$ cat config.mk
export PLATFORM = sky130hd
export DESIGN_NAME = erase_range_walker
export DESIGN_NICKNAME = d
export VERILOG_FILES = /design/src/rtl/erase_range_walker.sv
export SDC_FILE = /design/constraint.sdc
export NUM_CORES = 1
export LEC_CHECK = 0
export ABC_AREA = 0
export BUFFER_PORTS_ARGS = -buffer_cell sky130_fd_sc_hd__buf_2
export CAP_MARGIN = 10
export CORE_MARGIN = 2
export CORE_UTILIZATION = 35
export DETAILED_ROUTE_END_ITERATION = 10
export PLACE_DENSITY_LB_ADDON = 0.1
export SLEW_MARGIN = 25
export SYNTH_ARGS = -nofsm -noshare
export SYNTH_HDL_FRONTEND = slang
export SYNTH_SLANG_ARGS = --single-unit
$ cat constraint.sdc
create_clock -name clk -period 5.45 [get_ports clk]
set_clock_uncertainty 0.1 [all_clocks]
set_input_delay 0.8175 -clock clk [delete_from_list [all_inputs] [get_ports clk]]
set_output_delay 0.8175 -clock clk [all_outputs]
set_load 0.01 [all_outputs]
$ cat src/rtl/erase_range_walker.sv
module erase_range_walker #(
  parameter int SMALL_LOG2 = 14,
  parameter int SMALL_NUM  = 8,
  parameter int LARGE_LOG2 = 17,
  parameter int LARGE_NUM  = 31,
  parameter int AW         = 32
) (
  input  logic          clk,
  input  logic          rst_n,
  input  logic          req_valid,
  output logic          req_ready,
  input  logic [AW-1:0] req_start,
  input  logic [AW-1:0] req_len,
  output logic          blk_valid,
  output logic [AW-1:0] blk_addr,
  input  logic          blk_done,
  input  logic          blk_ok,
  output logic          done,
  output logic [1:0]    status
);
  localparam logic [AW:0] SMALL_BLK   = (AW+1)'(1) << SMALL_LOG2;
  localparam logic [AW:0] LARGE_BLK   = (AW+1)'(1) << LARGE_LOG2;
  localparam logic [AW:0] SMALL_TOTAL = SMALL_BLK * (AW+1)'(SMALL_NUM);
  localparam logic [AW:0] TOTAL       = SMALL_TOTAL + LARGE_BLK * (AW+1)'(LARGE_NUM);
  localparam logic [1:0]  ST_OK  = 2'd0;
  localparam logic [1:0]  ST_INV = 2'd1;
  localparam logic [1:0]  ST_IO  = 2'd2;

  typedef enum logic [1:0] {S_IDLE, S_ISSUE, S_WAIT} state_t;
  state_t state;
  logic [AW-1:0] cur, rem;

  function automatic logic on_boundary(input logic [AW:0] a);
    if (a < SMALL_TOTAL) return (a & (SMALL_BLK - 1'b1)) == '0;
    else                 return (a & (LARGE_BLK - 1'b1)) == '0;
  endfunction

  wire [AW:0]   end_a    = {1'b0, req_start} + {1'b0, req_len};
  wire          reject   = (end_a > TOTAL) || !on_boundary({1'b0, req_start}) || !on_boundary(end_a);
  wire [AW-1:0] step     = ({1'b0, cur} < SMALL_TOTAL) ? SMALL_BLK[AW-1:0] : LARGE_BLK[AW-1:0];

  assign req_ready = (state == S_IDLE);
  assign blk_valid = (state == S_ISSUE);
  assign blk_addr  = cur;

  always_ff @(posedge clk) begin
    if (!rst_n) begin
      state  <= S_IDLE;
      cur    <= '0;
      rem    <= '0;
      done   <= 1'b0;
      status <= ST_OK;
    end else begin
      done <= 1'b0;
      case (state)
        S_IDLE: if (req_valid) begin
          if (req_len == '0) begin
            done   <= 1'b1;
            status <= ST_OK;
          end else if (reject) begin
            done   <= 1'b1;
            status <= ST_INV;
          end else begin
            cur   <= req_start;
            rem   <= req_len;
            state <= S_ISSUE;
          end
        end
        S_ISSUE: state <= S_WAIT;
        S_WAIT: if (blk_done) begin
          if (!blk_ok) begin
            done   <= 1'b1;
            status <= ST_IO;
            state  <= S_IDLE;
          end else begin
            cur <= cur + step;
            rem <= rem - step;
            if (rem == step) begin
              done   <= 1'b1;
              status <= ST_OK;
              state  <= S_IDLE;
            end else begin
              state <= S_ISSUE;
            end
          end
        end
        default: state <= S_IDLE;
      endcase
    end
  end
endmodule


=== Word level (Yosys, flattened, before mapping) ===
Index checks and enable logic that the tools add are counted.

* Word-level logic and storage cells: 72
* Memories: 0
* Input bits: 69
* Bits in read-only memories: 0
* Memory bits (writable): 0
* Bits in latches: 0
* Register bits: 69

* Equality and inequality tests: 10
* Magnitude comparators: 4
* Reductions and logical operators: 14
* Div/mod/pow operators: 0
* Mux-type cells: 36
* Shift operators: 0
* $mul: 0
* Add/subtract/negate cells: 3
* Bitwise logic cells: 0

{| class="wikitable"
|+ Operators by type and width
! cell !! number
|-
| $mux 32 || 10
|-
| $logic_not 33->1 || 4
|-
| $pmux 32 s2 || 2
|-
| $lt 32x18->1 const B || 2
|-
| $add 32x32->33 || 1
|-
| $gt 33x23->1 const B || 1
|-
| $lt 33x18->1 const B || 1
|-
| $add 32x18->32 || 1
|-
| $eq 32x18->1 || 1
|-
| $logic_not 32->1 || 1
|-
| $sub 32x18->32 || 1
|-
| $mux 2 || 10
|-
| $mux 18 || 1
|-
| $mux 1 || 10
|-
| $ne 2x2->1 const B || 5
|-
| $pmux 2 s3 || 1
|-
| $reduce_and 6->1 || 1
|-
| $reduce_and 5->1 || 1
|-
| $pmux 2 s2 || 1
|-
| $reduce_and 4->1 || 1
|-
| $ne 3x1->1 const B || 1
|-
| $ne 3x3->1 const B || 1
|-
| $eq 2x1->1 const B || 1
|-
| $eq 2x2->1 const B || 1
|-
| other kinds (5) || 7
|}

=== Longest topological paths before layout ===
Gate-level depths: netlist of run 1.

* Depth in word-level cells: 9
* Mapped depth: 15

=== Worst setup path after synthesis of run 1 ===
Ideal clock, no wire load.

* Kind: in2reg
* Start point: input port req_start[0]
* End point: register cur[16], in the netlist blk_addr[16]
* Arrival: 4.129 ns
* Slack: 1.089 ns
* Buffers on the path: 2
* Setup time: 0.132 ns
* Required time: 5.218 ns
* Stages on the path: 15
* Path through: ha_1 > fa_1 > a21o_1 > a221o_1 > a221oi_2 > o21bai_1 > xor2_1 > a21o_1 > o41a_1 > nor4_4 > nand4_1 > buf_4 > buf_6 > a21oi_1 > o32ai_1

* Word-level cells in the longest chain between the ends: 7

{| class="wikitable"
|+ RTL lines
! element !! line !! source
|-
| start, declared || 12 || <nowiki>input logic [AW-1:0] req_start,</nowiki>
|-
| $add 32x32->33, or another cell as far along || 38 || <nowiki>wire [AW:0] end_a = {1'b0, req_start} + {1'b0, req_len};</nowiki>
|-
| $lt 33x18->1, or another cell as far along || 34 || <nowiki>if (a < SMALL_TOTAL) return (a & (SMALL_BLK - 1'b1)) == '0;</nowiki>
|-
| $mux 1 or $logic_not 1->1 (tied branches) || 34, 39 ||
|-
| $logic_not 1->1 or $logic_or 1x1->1 (tied branches) || 39 || <nowiki>wire reject = (end_a > TOTAL) || !on_boundary({1'b0, req_start}) || !on_boundary(end_a);</nowiki>
|-
| $logic_or 1x1->1 (*) || 39 ||
|-
| $ne 2x2->1 (no source line) (*) || n/a ||
|-
| $reduce_and 6->1 (no source line) (*) || n/a ||
|-
| end signal, assigned || 64 || <nowiki>cur <= req_start;</nowiki>
|-
| end signal, assigned || 76 || <nowiki>cur <= cur + step;</nowiki>
|-
| end, declared || 31 || <nowiki>logic [AW-1:0] cur, rem;</nowiki>
|}

Mark *: on every way between the ends. The rest lies on a longest branch, timed or not.
A chain may end at the register's enable or synchronous reset.

=== Worst setup path after layout of run 1 ===
* Start point: input port req_start[0]
* End point: register rem[14]

* Word-level cells in the longest chain between the ends: 7

{| class="wikitable"
|+ RTL lines
! element !! line !! source
|-
| $add 32x32->33, or another cell as far along || 38 ||
|-
| $lt 33x18->1, or another cell as far along || 34 ||
|-
| $mux 1 or $logic_not 1->1 (tied branches) || 34, 39 ||
|-
| $logic_not 1->1 or $logic_or 1x1->1 (tied branches) || 39 ||
|-
| $logic_or 1x1->1 (*) || 39 ||
|-
| $ne 2x2->1 (no source line) (*) || n/a ||
|-
| $reduce_and 6->1 (no source line) (*) || n/a ||
|-
| end signal, assigned || 65 || <nowiki>rem <= req_len;</nowiki>
|-
| end signal, assigned || 77 || <nowiki>rem <= rem - step;</nowiki>
|-
| end, declared || 31 ||
|}

Marks and branches as above.

==> results of run 1 <==
==> worst min-delay path: cells and delay by family, from the launching register on <==
kind             cells  cell delay (ns)
AO/OA/AOI/OAI        1             0.05
AND/OR/NAND/NOR      1             0.05
flip-flops           1             0.31
==> flip-flops by register name, summed over array words and instances, names as in the netlist <==
| register | cells |
|---|---|
| status | 2 |
| done | 1 |
| state | 2 |
| rem | 32 |
| blk_addr | 32 |
==> layer usage <==
layer  global-route usage  up-vias
li1                     -     3143
met1                0.337     3044
met2                0.379      233
met3               0.0502       40
met4               0.0757        2
met5                    0        -
==> kinds of logic after synthesis <==
kind of cell / count (synthesis) / synth area share
AOI/OAI and AO/OA: 240 / 0.271
xor gates and xnor gates: 24 / 0.0358
adders and majority gates: 39 / 0.0843
buffers and inverters: 80 / 0.0588
DFF: 69 / 0.235
muxes: 18 / 0.0307
and+or+nand+nor: 331 / 0.284
==> worst paths after layout <==
check                            startpoint                         to  cells past startpoint
setup reg to reg  blk_addr[31]$_SDFFE_PN0P_  blk_addr[31]$_SDFFE_PN0P_                     15
setup / recovery               req_start[0]       rem[14]$_SDFFE_PN0P_                     15
hold / removal         rem[27]$_SDFFE_PN0P_       rem[27]$_SDFFE_PN0P_                      2
hold reg to reg        rem[27]$_SDFFE_PN0P_       rem[27]$_SDFFE_PN0P_                      2
==> area by class of cell <==
class,instances,area [µm²],area share
multi-input cells,652,4150,0.612
well taps,220,275,0.0406
clock inverters,7,50.0,0.00738
flip-flops and latches,69,1380,0.204
clock buffers,9,225,0.0332
inverters,27,101,0.0149
repair buffers,113,598,0.0882
diodes,1,2.50,0.000369
==> cell usage after synthesis (4+ instances only) <==
cell type,instances,share of area
sky130_fd_sc_hd__mux2i_1,18,0.031
sky130_fd_sc_hd__xor2_1,10,0.015
sky130_fd_sc_hd__nand2_1,77,0.049
sky130_fd_sc_hd__o211ai_1,6,0.0077
sky130_fd_sc_hd__clkbuf_1,40,0.026
sky130_fd_sc_hd__a21o_1,18,0.023
sky130_fd_sc_hd__a21oi_1,78,0.066
sky130_fd_sc_hd__nor2_1,91,0.058
sky130_fd_sc_hd__a22oi_1,13,0.017
sky130_fd_sc_hd__a221oi_1,7,0.010
sky130_fd_sc_hd__nand3_1,19,0.016
sky130_fd_sc_hd__o21ai_1,4,0.0034
sky130_fd_sc_hd__or3_1,6,0.0064
sky130_fd_sc_hd__nand4_1,24,0.026
sky130_fd_sc_hd__buf_2,6,0.0051
sky130_fd_sc_hd__nor4_1,26,0.028
sky130_fd_sc_hd__o21a_1,6,0.0077
sky130_fd_sc_hd__ha_1,38,0.081
sky130_fd_sc_hd__and4_1,6,0.0089
sky130_fd_sc_hd__nand2b_1,5,0.0053
sky130_fd_sc_hd__xnor2_1,14,0.021
sky130_fd_sc_hd__and3_1,29,0.031
sky130_fd_sc_hd__o32ai_1,20,0.030
sky130_fd_sc_hd__inv_1,27,0.017
sky130_fd_sc_hd__nor3_1,23,0.020
sky130_fd_sc_hd__dfxtp_1,69,0.24
sky130_fd_sc_hd__o21ai_0,35,0.030
sky130_fd_sc_hd__and2_1,5,0.0053
sky130_fd_sc_hd__a211oi_1,10,0.013
sky130_fd_sc_hd__o21bai_1,5,0.0064
sky130_fd_sc_hd__a31oi_1,5,0.0053
sky130_fd_sc_hd__buf_6,4,0.0077
==> per-stage QoR <==
step,setup slack [ns],area (µm²),hold slack [ns]
after floorplan,1.09,5870,0.334
after global placement,0.622,6510,0.348
after detailed placement,0.538,6510,0.352
after CTS,0.896,6780,0.360
after global routing,0.615,6780,0.381
final,0.828,6780,0.365
==> power by group <==
group | leakage, nW | internal, mW | switching [mW]
registers | 0.556 | 0.505 | 0.000749
clock network | 0.128 | 0.308 | 0.241
logic | 2.34 | 0.138 | 0.245
total | 3.03 | 0.952 | 0.487
==> metrics, run 1 <==
crit path max-delay cell type sky130_fd_sc_hd__o41a_1; cells resized by post-CTS repair 0; type of the tightest min-delay check flop to flop; Data required, critical path 5.55 ns; critical path peak fanout 65; area of the die 17800 µm²; total power divided by cell area 212 nW/µm²; sequential-to-total area share from yosys stat 0.235; cell family contributing the most delay on the critical path compound AO/OA/AOI/OAI gates; delay of the slowest cell on the worst path 0.46 ns; worst slew slack as a fraction of its limit 0.505; Worst Tran Pin Value 0.743 ns; CTS Root Cell sky130_fd_sc_hd__clkbuf_16; fill count 1783; RSZ-0062 raised after global routing no; total met3 wirelength after detailed routing 1480 µm; reported leakage power 3.03 nW; time the final worst path needs with I/O delays and setup 4.62 ns; status completed; kind of start point of the critical path primary input; number of global-route vias before repair 6129; global placement routability congestion 0.890; flops & latches, synth 69; routed wire length per instance 19.9 µm; Max Root-Sink Buffers 2; wire length the detailed router placed on met1 10300 µm; post-detail-place hpwl 16400 µm; power consumption 1.44 mW; mean number of vias per cell 5.89; worst-case register-to-register setup slack 1.75 ns; cell breakdown of the critical path buf_2 -> ha_1 -> fa_1 -> a21o_1 -> a221o_1 -> a221oi_2 -> o21bai_1 -> xor2_1 -> a21o_1 -> o41a_1 -> nor4_4 -> nand4_1 -> buf_12 -> a221oi_1 -> a211oi_1; Final #Nets 980; fraction of final layout cells with drive strength greater than 1 0.163; nets in the synthesized netlist 909; CTS tree built; kind of critical path primary input to flop; library cells used by synthesis 68; Top-Level Pins 106; maximum number of pins on one net before global-route repair 78; cell count after synthesis 801; total met2 wirelength after detailed routing 9570 µm; Maximum Capacitance Violations 0; number of rows created at floorplan 47; count of final hold-check violations 0; worst path arrival time 4.72 ns; Area Growth Syn to Fin 15.5%; maximum clock rate 0.216 GHz; number of buffer and inverter instances along the worst setup path 2; Mapped Avg Cell Area 7.33 µm²; wire length of the first global-routing pass 34200 µm; buffers inserted during post-CTS setup optimization 0; top_reg_cell synth sky130_fd_sc_hd__dfxtp_1; die outline height 134 µm; sinks on the clock net 69; post-route non-filler standard cell count 1098; Overflow after GRT 0; number of port buffers 105; DR DRC count 0; kind of end point of the critical path flop; via count 6462; fraction of the cycle the final worst path needs 0.848; fin. max-slew vios 0; global-route total usage across every layer 0.243; number of iterations in the first detailed-routing pass 5; H-Tree Depth 3; antenna violations before repair 3; number of enable-type register cells in the synthesized netlist 0; worst-case vdd ir drop 0.000174 V; die extent in x 134 µm; number of CTS-inserted buffers 9; clock input transition at the sequential cells of the worst setup and hold paths 0.06 ns; effective utilization at floorplan 0.357; First DRT Iteration DRCs 533; number of setup violations in the final report 0; final total negative setup slack 0 ns; area of the core region 16500 µm²; commonest non-fill, non-tap cell in the layout sky130_fd_sc_hd__buf_2; # hold bufs at CTS 0; instance count after placement with tap cells included 1081; count of nets left with antenna violations after detail routing 0; final core utilization 0.412; top library cells by usage in the layout, fill and taps aside 105 x sky130_fd_sc_hd__buf_2, 91 x sky130_fd_sc_hd__nor2_1, 78 x sky130_fd_sc_hd__a21oi_1; total standard cell area after synthesis 5870 µm²; worst skew pair latency 0.34 ns; final WL 21900 µm; CP most frequent cell sky130_fd_sc_hd__a21o_1; Top Layer Used met5; Async S/R FF share, synth 0; warnings from Yosys 0
No activity file was read; power rests on OpenSTA's default activity.
==> run 2: changes to the inputs <==
--- a/config.mk
+++ b/config.mk
@@ -5,7 +5,7 @@
 export SDC_FILE = /design/constraint.sdc
 export NUM_CORES = 1
 export LEC_CHECK = 0
-export ABC_AREA = 0
+export ABC_AREA = 1
 export BUFFER_PORTS_ARGS = -buffer_cell sky130_fd_sc_hd__buf_2
 export CAP_MARGIN = 10
 export CORE_MARGIN = 2
==> constraint.sdc (replaced) <==
create_clock -name clk -period 4.1 [get_ports clk]
set_clock_uncertainty 0.1 [all_clocks]
set_input_delay 0.615 -clock clk [delete_from_list [all_inputs] [get_ports clk]]
set_output_delay 0.615 -clock clk [all_outputs]
set_load 0.01 [all_outputs]
==> metrics, run 2 <==
kind of critical path flop to flop; number of rows created at floorplan 51 (+8.5%); sequential-to-total area share from yosys stat 0.197 (-0.0380); global placement routability congestion 0.925 (+4.0%); worst-case vdd ir drop 0.000207 V (+19%); Area Growth Syn to Fin 15.9%; H-Tree Depth 3 (unchanged); global-route total usage across every layer 0.220 (-0.0228); count of nets left with antenna violations after detail routing 0 (unchanged); CTS tree built; number of antenna diodes 0 (-1); critical path peak fanout 7 (-89%); reported leakage power 4.69 nW (+55%); routed wire length per instance 13.9 µm (-30%); cells resized by post-CTS repair 0 (unchanged); area of the die 21200 µm² (+19%); top library cells by usage in the layout, fill and taps aside 462 x sky130_fd_sc_hd__nand2_1, 221 x sky130_fd_sc_hd__nor2_1, 219 x sky130_fd_sc_hd__inv_1; final core utilization 0.416 (+0.00373); final total negative setup slack 0 ns (unchanged); Data required, critical path 4.24 ns (-1.31 ns); fraction of final layout cells with drive strength greater than 1 0.109 (-0.0545); Clock power frac 0.404 (+0.022); kind of start point of the critical path flop; Worst Tran Pin Value 0.814 ns (+0.0717 ns); maximum number of pins on one net before global-route repair 53 (-32%); DR DRC count 0 (unchanged); total power divided by cell area 253 nW/µm² (+19%); count of final hold-check violations 0 (unchanged); switching power 0.718 mW (+48%); CTS Root Cell sky130_fd_sc_hd__clkbuf_16; number of enable-type register cells in the synthesized netlist 0 (unchanged); # hold bufs at CTS 0 (unchanged); number of iterations in the first detailed-routing pass 6 (+1); maximum clock rate 0.278 GHz; Maximum Capacitance Violations 0 (unchanged); via count 7914 (+22%); nets in the synthesized netlist 1421 (+56%); flops & latches, synth 69 (unchanged); buffers inserted during post-CTS setup optimization 0 (unchanged); number of port buffers 105 (unchanged); number of global-route vias before repair 7186 (+17%); fraction of the cycle the final worst path needs 0.876; commonest non-fill, non-tap cell in the layout sky130_fd_sc_hd__nand2_1; Mapped Avg Cell Area 5.34 µm² (-27%); top_reg_cell synth sky130_fd_sc_hd__dfxtp_1; Top-Level Pins 106 (unchanged); time the final worst path needs with I/O delays and setup 3.59 ns; worst path arrival time 3.73 ns (-0.99 ns); kind of end point of the critical path flop; wire length of the first global-routing pass 37500 µm (+9.8%); Final #Nets 1521 (+55%); Overflow after GRT 0 (unchanged); post-route worst hold slack 0.338 ns (-0.0270 ns); cell count after synthesis 1313 (+64%); type of the tightest min-delay check flop to flop; number of setup violations in the final report 0 (unchanged); internal power consumption 1.33 mW (+40%); fin. max-slew vios 0 (unchanged); worst slew slack as a fraction of its limit 0.456 (-0.0486); clock input transition at the sequential cells of the worst setup and hold paths 0.06 ns (about the same); Async S/R FF share, synth 0 (unchanged); die outline height 145 µm (+8.9%); warnings from Yosys 0 (unchanged); worst skew pair latency 0.35 ns (about the same); RSZ-0062 raised after global routing no; cell accounting for the most synthesized area sky130_fd_sc_hd__nand2_1; area of the core region 19500 µm² (+19%); most instantiated library cell after synthesis sky130_fd_sc_hd__nand2_1; final WL 23500 µm (+7.4%); First DRT Iteration DRCs 374 (-30%); antenna violations before repair 0 (-3); sinks on the clock net 69 (unchanged); status completed; leading post-synthesis cells by instance count 462 x sky130_fd_sc_hd__nand2_1, 223 x sky130_fd_sc_hd__nor2_1, 219 x sky130_fd_sc_hd__inv_1, 72 x sky130_fd_sc_hd__nand3_1, 69 x sky130_fd_sc_hd__dfxtp_1; post-detail-place hpwl 19000 µm (+15%); proportion of netlist area held by the largest area contributor 0.248 (+0.0124); fill count 2252 (+26%); switching portion of total power 0.350 (+0.0118); top area cells in the synthesized netlist sky130_fd_sc_hd__nand2_1 25%, sky130_fd_sc_hd__dfxtp_1 20%, sky130_fd_sc_hd__nor2_1 12%; mean number of vias per cell 4.70 (-20%); effective utilization at floorplan 0.359 (+0.00207); sequential cell fraction of total power 0.328 (-0.024); Max Root-Sink Buffers 2 (unchanged); relative contribution of combinational cells to total power 0.268 (about the same); total standard cell area after synthesis 7010 µm² (+19%); die extent in x 145 µm (+8.9%); library cells used by synthesis 40 (-41%); number of CTS-inserted buffers 9 (unchanged)
==> run 2: changes by cell type after synthesis, moves of 23 or more <==
cell / previous run / this run
sky130_fd_sc_hd__nor2_1: 91 / 223
sky130_fd_sc_hd__and3_1: 29 / 0
sky130_fd_sc_hd__inv_1: 27 / 219
sky130_fd_sc_hd__nand2_1: 77 / 462
sky130_fd_sc_hd__nand3_1: 19 / 72
sky130_fd_sc_hd__a21oi_1: 78 / 55
sky130_fd_sc_hd__clkbuf_1: 40 / 13
==> run 2: layer usage <==
metal | vias to the layer above | track usage | wire length [µm]
li1 | 4244 | - | -
met1 | 3454 | 0.301 | 11400
met2 | 191 | 0.360 | 10400
met3 | 25 | 0.0373 | 1220
met4 | 0 | 0.0569 | 379
met5 | - | 0 | 0
==> run 2: layout make-up <==
type                    instances  area [µm²]  area share
clock buffers                   9         225      0.0277
repair buffers                117         628      0.0774
multi-input cells             995        4640       0.572
flip-flops and latches         69        1380       0.170
well taps                     265         332      0.0408
clock inverters                 7        80.1     0.00986
inverters                     221         830       0.102
==> run 2: path summary, 6_finish.rpt <==
check | from | endpoint | slack [ns] | cells past startpoint
worst min-delay path | blk_addr[11]$_SDFFE_PN0P_ | blk_addr[11]$_SDFFE_PN0P_ | 0.34 | 2
worst max register to register | blk_addr[24]$_SDFFE_PN0P_ | blk_addr[30]$_SDFFE_PN0P_ | 0.51 | 21
worst min register to register | blk_addr[11]$_SDFFE_PN0P_ | blk_addr[11]$_SDFFE_PN0P_ | 0.34 | 2
worst max-delay path | blk_addr[24]$_SDFFE_PN0P_ | blk_addr[30]$_SDFFE_PN0P_ | 0.51 | 21
==> run 2: power groups by stage <==
stage,combinational [mW],sequential [mW],clock (mW)
finish,0.549,0.673,0.829
global route,0.622,0.672,0.881
CTS,0.547,0.672,0.852
detailed placement,0.544,0.688,0
global placement,0.545,0.688,0
floorplan,0.360,0.689,0
==> run 2: critical path, stage by stage (launching register included) <==
cell and delay (ns):
sky130_fd_sc_hd__dfxtp_1 0.40, sky130_fd_sc_hd__nor4_1 0.30, sky130_fd_sc_hd__nand4_1 0.15, sky130_fd_sc_hd__nor4_1 0.19, sky130_fd_sc_hd__buf_4 0.21, sky130_fd_sc_hd__inv_1 0.05
sky130_fd_sc_hd__ha_1 0.31, sky130_fd_sc_hd__nand3_1 0.10, sky130_fd_sc_hd__nand2_1 0.07, sky130_fd_sc_hd__nand2_1 0.06, sky130_fd_sc_hd__nor2_1 0.18, sky130_fd_sc_hd__nand3_1 0.14
sky130_fd_sc_hd__nor3_1 0.16, sky130_fd_sc_hd__buf_4 0.16, sky130_fd_sc_hd__nand2_1 0.06, sky130_fd_sc_hd__nor2_1 0.17, sky130_fd_sc_hd__nand4_1 0.13, sky130_fd_sc_hd__xor2_1 0.17
sky130_fd_sc_hd__a21oi_1 0.16, sky130_fd_sc_hd__nand3_1 0.09, sky130_fd_sc_hd__nand2_1 0.06, sky130_fd_sc_hd__nor2_1 0.04
==> run 2: kinds of logic after synthesis <==
logic type / after synthesis / share of synthesized area
xor+xnor: 13 / 0.0163
buf+inv: 249 / 0.141
simple gates: 843 / 0.499
flops: 69 / 0.197
compound gates: 99 / 0.0739
fa+ha+maj: 39 / 0.0707
mux: 1 / 0.00143
==> run 2: per-stage QoR <==
step | setup WS (ns) | instance area [µm²] | cells | total power, mW
after CTS | 0.484 | 8120 | 1683 | 2.07
final | 0.508 | 8120 | 1683 | 2.05
after global routing | 0.0192 | 8120 | 1683 | 2.18
after detailed placement | 0.445 | 7810 | 1667 | 1.23
after global placement | 0.401 | 7810 | 1667 | 1.23
after floorplan | 0.850 | 7010 | 1313 | 1.05
